[config.mk]
export PLATFORM = sky130hd
export DESIGN_NAME = wclk_audio_tx
export DESIGN_NICKNAME = d
export VERILOG_FILES = /design/src/rtl/wclk_audio_tx_pkg.sv /design/src/rtl/wclk_edge_sampler.sv /design/src/rtl/wclk_field_seq.sv /design/src/rtl/wclk_word_shifter.sv /design/src/rtl/wclk_audio_tx.sv
export SDC_FILE = /design/constraint.sdc
export NUM_CORES = 1
export LEC_CHECK = 0
export BUFFER_PORTS_ARGS = -buffer_cell sky130_fd_sc_hd__buf_2
export CAP_MARGIN = 15
export CORE_UTILIZATION = 60
export DETAILED_ROUTE_END_ITERATION = 10
export PLACE_DENSITY = 0.89
export SYNTH_ARGS = -nofsm -noshare
export SYNTH_HDL_FRONTEND = slang
export SYNTH_SLANG_ARGS = --single-unit
[constraint.sdc]
create_clock -name clk -period 3.7 [get_ports clk]
set_input_delay 0.185 -clock clk [delete_from_list [all_inputs] [get_ports clk]]
set_output_delay 0.185 -clock clk [all_outputs]
set_load 0.01 [all_outputs]
[src/rtl/wclk_audio_tx_pkg.sv]
package wclk_audio_tx_pkg;

   localparam int FIELD_BITS = 32;
   localparam int CNT_W      = $clog2(FIELD_BITS + 1);

   typedef logic [CNT_W-1:0] bitpos_t;

   // last bit whose closing edge may still start the word
   function automatic bitpos_t last_start_bit(input int word_w);
      return bitpos_t'(FIELD_BITS - word_w);
   endfunction

endpackage

[src/rtl/wclk_edge_sampler.sv]
module wclk_edge_sampler #(
   parameter int STAGES = 1
) (
   input  logic clk,
   input  logic rst_n,
   input  logic bck,
   input  logic lrck,
   input  logic wck,
   output logic bck_fall,
   output logic lr_lvl,
   output logic wck_lvl
);

   generate
      if (STAGES < 1) begin : g_bad_stages
         $error("wclk_edge_sampler: STAGES must be at least 1");
      end
   endgenerate

   logic [2:0] pipe_q [STAGES];
   logic       bck_prev_q;

   always_ff @(posedge clk or negedge rst_n) begin
      if (!rst_n) begin
         for (int i = 0; i < STAGES; i++) pipe_q[i] <= 3'b000;
         bck_prev_q <= 1'b0;
      end else begin
         pipe_q[0] <= {wck, lrck, bck};
         for (int i = 1; i < STAGES; i++) pipe_q[i] <= pipe_q[i-1];
         bck_prev_q <= pipe_q[STAGES-1][0];
      end
   end

   assign bck_fall = bck_prev_q & ~pipe_q[STAGES-1][0];
   assign lr_lvl   = pipe_q[STAGES-1][1];
   assign wck_lvl  = pipe_q[STAGES-1][2];

endmodule

[src/rtl/wclk_field_seq.sv]
module wclk_field_seq
   import wclk_audio_tx_pkg::*;
#(
   parameter int WORD_W    = 18,
   parameter bit LEFT_HIGH = 1'b1
) (
   input  logic    clk,
   input  logic    rst_n,
   input  logic    bck_fall,
   input  logic    lr_lvl,
   input  logic    wck_lvl,
   input  logic    wck_drive,
   output logic    field_start,
   output logic    capture,
   output logic    load,
   output logic    cur_left_q,
   output bitpos_t cnt_q,
   output logic    locked_q,
   output logic    started_q,
   output logic    wck_out_q
);

   localparam bitpos_t LAST_START = last_start_bit(WORD_W);
   localparam bitpos_t MSB_POS    = LAST_START + bitpos_t'(1);
   localparam bitpos_t FIELD_END  = bitpos_t'(FIELD_BITS);

   logic    lr_prev_q;
   logic    lr_change;
   logic    is_left_now;
   logic    strobe_hit;
   bitpos_t cnt_next;

   generate
      if (LEFT_HIGH) begin : g_left_high
         assign is_left_now = lr_lvl;
      end else begin : g_left_low
         assign is_left_now = ~lr_lvl;
      end
   endgenerate

   assign lr_change   = lr_lvl ^ lr_prev_q;
   assign field_start = bck_fall & lr_change;
   assign capture     = field_start & is_left_now;

   assign cnt_next   = (cnt_q == FIELD_END) ? cnt_q : cnt_q + bitpos_t'(1);
   assign strobe_hit = wck_drive ? (cnt_q == LAST_START)
                                 : (wck_lvl | (cnt_q == LAST_START));
   assign load       = bck_fall & locked_q & ~lr_change & ~started_q & strobe_hit;

   always_ff @(posedge clk or negedge rst_n) begin
      if (!rst_n) begin
         lr_prev_q  <= 1'b0;
         cnt_q      <= '0;
         locked_q   <= 1'b0;
         started_q  <= 1'b0;
         cur_left_q <= 1'b0;
         wck_out_q  <= 1'b0;
      end else if (bck_fall) begin
         lr_prev_q <= lr_lvl;
         if (lr_change) begin
            cnt_q      <= bitpos_t'(1);
            locked_q   <= 1'b1;
            started_q  <= 1'b0;
            cur_left_q <= is_left_now;
            wck_out_q  <= 1'b0;
         end else if (locked_q) begin
            cnt_q     <= cnt_next;
            wck_out_q <= wck_drive & (cnt_next == MSB_POS);
            if (load) started_q <= 1'b1;
         end
      end
   end

endmodule

[src/rtl/wclk_word_shifter.sv]
module wclk_word_shifter #(
   parameter int WORD_W = 18
) (
   input  logic              clk,
   input  logic              rst_n,
   input  logic              adv,
   input  logic              field_start,
   input  logic              capture,
   input  logic              load,
   input  logic              cur_left,
   input  logic [WORD_W-1:0] left_in,
   input  logic [WORD_W-1:0] right_in,
   output logic              sdata_q
);

   localparam int CH_N  = 2;
   localparam int REM_W = $clog2(WORD_W + 1);

   logic [WORD_W-1:0] sample_in [CH_N];
   logic [WORD_W-1:0] hold_q    [CH_N];
   logic [WORD_W-1:0] shreg_q;
   logic [REM_W-1:0]  remain_q;
   logic [WORD_W-1:0] word_sel;

   assign sample_in[0] = left_in;
   assign sample_in[1] = right_in;

   genvar ch;
   generate
      for (ch = 0; ch < CH_N; ch++) begin : g_hold
         always_ff @(posedge clk or negedge rst_n) begin
            if (!rst_n)       hold_q[ch] <= '0;
            else if (capture) hold_q[ch] <= sample_in[ch];
         end
      end
   endgenerate

   assign word_sel = cur_left ? hold_q[0] : hold_q[1];

   always_ff @(posedge clk or negedge rst_n) begin
      if (!rst_n) begin
         shreg_q  <= '0;
         remain_q <= '0;
         sdata_q  <= 1'b0;
      end else if (adv) begin
         if (field_start) begin
            remain_q <= '0;
            sdata_q  <= 1'b0;
         end else if (load) begin
            sdata_q  <= word_sel[WORD_W-1];
            shreg_q  <= word_sel << 1;
            remain_q <= REM_W'(WORD_W - 1);
         end else if (remain_q != '0) begin
            sdata_q  <= shreg_q[WORD_W-1];
            shreg_q  <= shreg_q << 1;
            remain_q <= remain_q - REM_W'(1);
         end else begin
            sdata_q  <= 1'b0;
         end
      end
   end

endmodule

[src/rtl/wclk_audio_tx.sv]
module wclk_audio_tx
   import wclk_audio_tx_pkg::*;
#(
   parameter int WORD_W    = 18,
   parameter bit LEFT_HIGH = 1'b1,
   parameter int IN_STAGES = 1
) (
   input  logic              clk,
   input  logic              rst_n,
   input  logic              bck,
   input  logic              lrck,
   input  logic              wck_in,
   input  logic              wck_drive,
   input  logic [WORD_W-1:0] left_in,
   input  logic [WORD_W-1:0] right_in,
   output logic              sdata,
   output logic              wck_out
);

   generate
      if (WORD_W != 16 && WORD_W != 18) begin : g_bad_width
         $error("wclk_audio_tx: WORD_W must be 16 or 18");
      end
   endgenerate

   logic    bck_fall, lr_lvl, wck_lvl;
   logic    field_start, capture, load;
   logic    cur_left, locked, started;
   bitpos_t field_cnt;

   wclk_edge_sampler #(.STAGES(IN_STAGES)) u_sampler (
      .clk      (clk),
      .rst_n    (rst_n),
      .bck      (bck),
      .lrck     (lrck),
      .wck      (wck_in),
      .bck_fall (bck_fall),
      .lr_lvl   (lr_lvl),
      .wck_lvl  (wck_lvl)
   );

   wclk_field_seq #(.WORD_W(WORD_W), .LEFT_HIGH(LEFT_HIGH)) u_seq (
      .clk         (clk),
      .rst_n       (rst_n),
      .bck_fall    (bck_fall),
      .lr_lvl      (lr_lvl),
      .wck_lvl     (wck_lvl),
      .wck_drive   (wck_drive),
      .field_start (field_start),
      .capture     (capture),
      .load        (load),
      .cur_left_q  (cur_left),
      .cnt_q       (field_cnt),
      .locked_q    (locked),
      .started_q   (started),
      .wck_out_q   (wck_out)
   );

   wclk_word_shifter #(.WORD_W(WORD_W)) u_shift (
      .clk         (clk),
      .rst_n       (rst_n),
      .adv         (bck_fall),
      .field_start (field_start),
      .capture     (capture),
      .load        (load),
      .cur_left    (cur_left),
      .left_in     (left_in),
      .right_in    (right_in),
      .sdata_q     (sdata)
   );

endmodule

# == Word level (Yosys, flattened, before mapping) ==
# Index checks and enable logic that the tools add are counted.
# word_totals
reg_bits,75
inputBits,42
output_inout_bits,2
word_cells,60
# op_classes
n_addsub,2
n_eq_ne,3
mux,18
bitwise_logic,14
n_reduce_logical,10
# ops
op,n
18-bit two-way mux,3
6-bit two-way mux,3
5-bit two-way mux,3
6-bit by 4-bit == test with 1-bit output (second input constant),2
1-bit two-way mux,9
1-bit AND,8
6-bit by 1-bit adder with 6-bit output (second input constant),1
6-bit == test (second input constant),1
2-bit AND reduction,3
3-bit AND reduction,2
2-bit nonzero test,3
5-bit nonzero test,1
5-bit by 1-bit subtractor with 5-bit output (second input constant),1
1-bit inverter,4
3-bit nonzero test,1
1-bit bitwise OR,1
1-bit XOR,1

# == Longest topological paths before layout ==
# logic_depth
word_depth,9
ltp_mapped,8
depth_no_buf,6

# == Modules after synthesis ==
# From an unflattened synthesis, not the netlist that was laid out.
# hier_totals
hier_cells,321
hier_area_um2,3609.7
# modules_own_cells
module,n_inst,cells_each,area_per_inst_um2,seq_area_each_um2
wclk_word_shifter,1,243,2839.0,1476.4
wclk_field_seq,1,73,656.9,275.3
wclk_edge_sampler,1,5,113.9,100.1

# == Worst setup path before layout ==
# Ideal clock, no wire load.
# synth_timing
path_type,register to register
start,register u_shift.remain_q[0]
end,register u_shift.shreg_q[15]
setup_time_ps,132
arrival_time_ps,1755
required_ps,3568
slack_ps,1812
stages_incl_launch_ff,8
n_path_buf,1
period_less_slack_ps,1888
cell_sequence,dfrtp_1 inv_1 ha_1 or4b_4 nand3_4 a21boi_4 buf_6 o31ai_1
# synth_between
elab_chain_cells,3
# synth_lines
item,line_no,source
from (decl),wclk_word_shifter.sv:22,logic [REM_W-1:0] remain_q;
from (signal assigned),wclk_word_shifter.sv:52,remain_q <= REM_W'(WORD_W - 1);
from (signal assigned),wclk_word_shifter.sv:56,remain_q <= remain_q - REM_W'(1);
5-bit nonzero test,wclk_word_shifter.sv:53,end else if (remain_q != '0) begin
2-bit nonzero test (no source line),n/a,
3-bit AND reduction (no source line),n/a,
to (signal assigned),wclk_word_shifter.sv:51,shreg_q <= word_sel << 1;
to (signal assigned),wclk_word_shifter.sv:55,shreg_q <= shreg_q << 1;
to (decl),wclk_word_shifter.sv:21,logic [WORD_W-1:0] shreg_q;
# Every way passes these cells.
# A chain may end at the register's enable or synchronous reset.

# == Final worst setup path ==
# layout_timing
start,register u_seq.cnt_q[0]
end,register u_shift.shreg_q[4]
# layout_between
elab_chain_cells,6
elab_cells_between_ends,7
cone_classes,eq/ne: 1; mux: 2; bitwise: 2; reduce/logical: 2
# layout_lines
item,line_no,source
from (decl),wclk_field_seq.sv:17,"output bitpos_t cnt_q,"
from (signal assigned),wclk_field_seq.sv:61,cnt_q <= bitpos_t'(1);
from (signal assigned),wclk_field_seq.sv:67,cnt_q <= cnt_next;
6-bit by 4-bit == test with 1-bit output *,"wclk_field_seq.sv:46, wclk_field_seq.sv:47",
1-bit bitwise OR,wclk_field_seq.sv:47,: (wck_lvl | (cnt_q == LAST_START));
1-bit two-way mux *,wclk_field_seq.sv:46,assign strobe_hit = wck_drive ? (cnt_q == LAST_START)
1-bit AND *,wclk_field_seq.sv:48,assign load = bck_fall & locked_q & ~lr_change & ~started_q & strobe_hit;
2-bit nonzero test (no source line),n/a,
3-bit AND reduction (no source line),n/a,
# Mark *: on every way between the ends. The rest lies on a longest branch, timed or not.

==> results.sh <==
export IMPL_cts_resized=0
export IMPL_multi_input_area_sq_um=1672
export IMPL_hold_viol=0
export IMPL_numPortBuffers=43
export IMPL_num_vias=2691
export IMPL_clk_pin_slew_ps=80
export IMPL_max_freq_ghz=0.4188
export IMPL_synthFlopType="dfrtp_1"
export IMPL_final_cells=433
export IMPL_start_util_pct=62.02
export IMPL_ff2ff_path_depth=6
export IMPL_slowest_stage="o22a_1"
export IMPL_min_path_cells=2
export IMPL_gp_congestion=0.8553
export IMPL_antenna_left=0
export IMPL_synthToLayoutAreaGrowth_pct=12.54
export IMPL_cts_hold_buffers=4
export IMPL_async_flop_share_pct=100.0
export IMPL_antenna_found_initial=0
export IMPL_min_period_ps=2388
export IMPL_wl_per_cell_microns=17.15
export IMPL_cpLargestDelayFamily="compound AO/OA/AOI/OAI gates"
export IMPL_peakVddDrop_mv=0.3629
export IMPL_wl_met2_mm=3.564
export IMPL_finalInstanceArea_sq_um=4133
export IMPL_hold_path_class="input port to flip-flop"
export IMPL_grt_usage_pct=25.74
export IMPL_tns_ps=0
export IMPL_endpoint_kind="flip-flop"
export IMPL_cts_buffers=9
export IMPL_reg2reg_to="u_shift.shreg_q[4]"
export IMPL_synth_seq_cells=74
export IMPL_arrival_ps=2600
export IMPL_cts_root_buf="clkbuf_8"
export IMPL_cellPowerDensity_nw_per_um2=589.0
export IMPL_cts_buffer_depth=2
export IMPL_avgSynthCellArea_sq_um=11.51
export IMPL_layout_common_cells="dfrtp_1 (74), buf_2 (43), mux2_2 (36)"
export IMPL_synth_edff_count=0
export IMPL_fin_crit_sh_pct=64.53
export IMPL_syn_area_sq_um=3672
export IMPL_path_buf_inv=1
export IMPL_timing_rr_start="u_seq.cnt_q[0]"
export IMPL_ff2ff_setup_slack_ps=1310
export IMPL_wl_met3_microns=287
export IMPL_hold_path_startpoint="right_in[13]"
export IMPL_utilization_pct=69.80
export IMPL_drive_above_1_share_pct=29.61
export IMPL_highest_layer="met4"
export IMPL_relSlewSlack_pct=25.84
export IMPL_crit_chain="inv_1 -> ha_1 -> nand4b_1 -> o22a_1 -> a2111oi_0 -> o31ai_1"
export IMPL_m1WireLength_mm=3.460
export IMPL_yosysWarnings=0
export IMPL_synth_distinct_cells=54
export IMPL_routed_via_density=6.215
export IMPL_cts_tree="yes"
export IMPL_setup_viol=0
export IMPL_post_cts_setup_buffer_count=0
export IMPL_dp_cells=413
export IMPL_htree_levels=3
export IMPL_mostFrequentLayoutCell="dfrtp_1"
export IMPL_crit_fanout=35
export IMPL_grt_pass1_vias=2585
export IMPL_seq_area_frac_synth_pct=50.43
export IMPL_max_cap_violations=0
export IMPL_grt_max_degree=40
export IMPL_core_area_sq_um=5921
export IMPL_overflow=0
export IMPL_rows=28
export IMPL_fp_dieW_microns=80.24
export IMPL_dpl_hpwl_mm=4.980
export IMPL_finalNetCount=400
export IMPL_violations="DRC"
export IMPL_worst_setup_path_start_kind="flip-flop"
export IMPL_dr_pass1_iters=7
export IMPL_n_fill_cell=404
export IMPL_crit_required_ps=3910
export IMPL_fp_dieH_microns=80.24
export IMPL_cts_sinks=74
export IMPL_drc=1
export IMPL_drt_iter0_markers=140
export IMPL_syn_inst=319
export IMPL_final_max_slew_viol_count=0
export IMPL_whs_ps=58.82
export IMPL_finClkSkew_ps=9.305
export IMPL_wirelength_mm=7.427
export IMPL_clkLatencyLatePin_ps=350
export IMPL_synth_nets=366
export IMPL_num_antenna_cells=0
export IMPL_status="complete, but fails checks"
export IMPL_rsz0062_at_grt="no"
export IMPL_place_area_sq_um=3877
export IMPL_ff_latch_area_sq_um=1852
export IMPL_p_leak_nw=1.740
export IMPL_die_area_sq_um=6438
export IMPL_slowest_delay_ps=620
export IMPL_whs_endpoint="u_shift.hold_q[13]"
export IMPL_ios=44
export IMPL_worstMarginPinSlew_ps=1112
export IMPL_critPathKind="flip-flop to flip-flop"
export IMPL_grt_pass1_wl_mm=12.29
## cell families (layout without fill, tap and decap cells)
group                    after synthesis  after routing  share of synthesized area (%)
AO/OA/AOI/OAI                         96             96                          19.52
flip-flops                            74             74                          50.43
AND/OR/NAND/NOR                       70             70                          11.52
multiplexers                          37             37                          11.31
buffers and inverters                 33             72                          4.054
adder cells (fa/ha/maj)                5              5                          1.704
XOR/XNOR                               4              4                          1.465
## flip-flops by register name, indices dropped and copies added (netlist names)
signal	count
u_seq.wck_out_q	1
u_shift.sdata_q	1
u_seq.cnt_q	6
u_sampler.pipe_q	3
u_shift.hold_q	36
u_seq.cur_left_q	1
u_shift.shreg_q	17
u_shift.remain_q	5
u_seq.lr_prev_q	1
u_seq.started_q	1
u_sampler.bck_prev_q	1
u_seq.locked_q	1
## through the flow
step	setup WS, ps	total power, mW
2_1_floorplan	1812	1.587
3_3_place_gp	1447	1.707
3_5_place_dp	1321	1.757
4_1_cts	1310	2.443
5_1_grt	1091	2.575
6_report	1312	2.434
## per-layer routing
| layer | track usage (%) | vias up |
|---|---|---|
| met4 | 10.71 | 0 |
| met2 | 38.89 | 73 |
| met5 | 0 | - |
| li1 | - | 1271 |
| met1 | 34.94 | 1335 |
| met3 | 7.159 | 12 |
## synthesized netlist by cell type (all sizes together) (3+ instances only)
library cell	count	area [sq um]
buf	14	76.32
a2111oi	17	148.9
ha	5	62.56
nor2	6	22.52
o31ai	17	127.6
clkbuf	13	50.04
inv	6	22.52
and2	4	25.02
o21ai	5	25.02
nor2b	19	118.9
nand4	3	18.77
dfrtp	74	1852
o211ai	16	120.1
nand3	7	47.55
mux2	36	405.4
nand2	15	58.81
a21oi	21	105.1
## area by class of cell
type	instances	share of cell area, %
repair buffers	50	6.721
clock inverters	7	2.210
inverters	6	0.5450
multi-input cells	212	40.45
clock buffers	9	2.997
well taps	75	2.271
flip-flops and latches	74	44.81
## how the worst max path moves through the flow
stage | start | to | slack [ps] | cells after the start
global route | u_seq.cnt_q[0] | u_shift.shreg_q[7] | 1090 | 6
CTS | u_seq.cnt_q[0] | u_shift.shreg_q[6] | 1310 | 6
finish | u_seq.cnt_q[0] | u_shift.shreg_q[4] | 1310 | 6
detailed placement | u_seq.cnt_q[0] | u_shift.shreg_q[9] | 1320 | 6
global placement | u_seq.cnt_q[0] | u_shift.shreg_q[10] | 1450 | 6
floorplan | u_shift.remain_q[0] | u_shift.shreg_q[15] | 1810 | 7
## power by group
part	switching (mW)	internal [mW]
Sequential	0.170	1.02
Clock	0.303	0.378
Combinational	0.269	0.294
Total	0.743	1.69
## worst reg2reg max path, delay by kind of cell, from the launching register on
kind	cells	cell delay, ps
DFF	1	430
AOI/OAI and AO/OA	3	1370
adders and majority gates	1	170
and+or+nand+nor	1	140
buffers and inverters	1	140
Note: power is estimated with default switching activity, not from simulation.
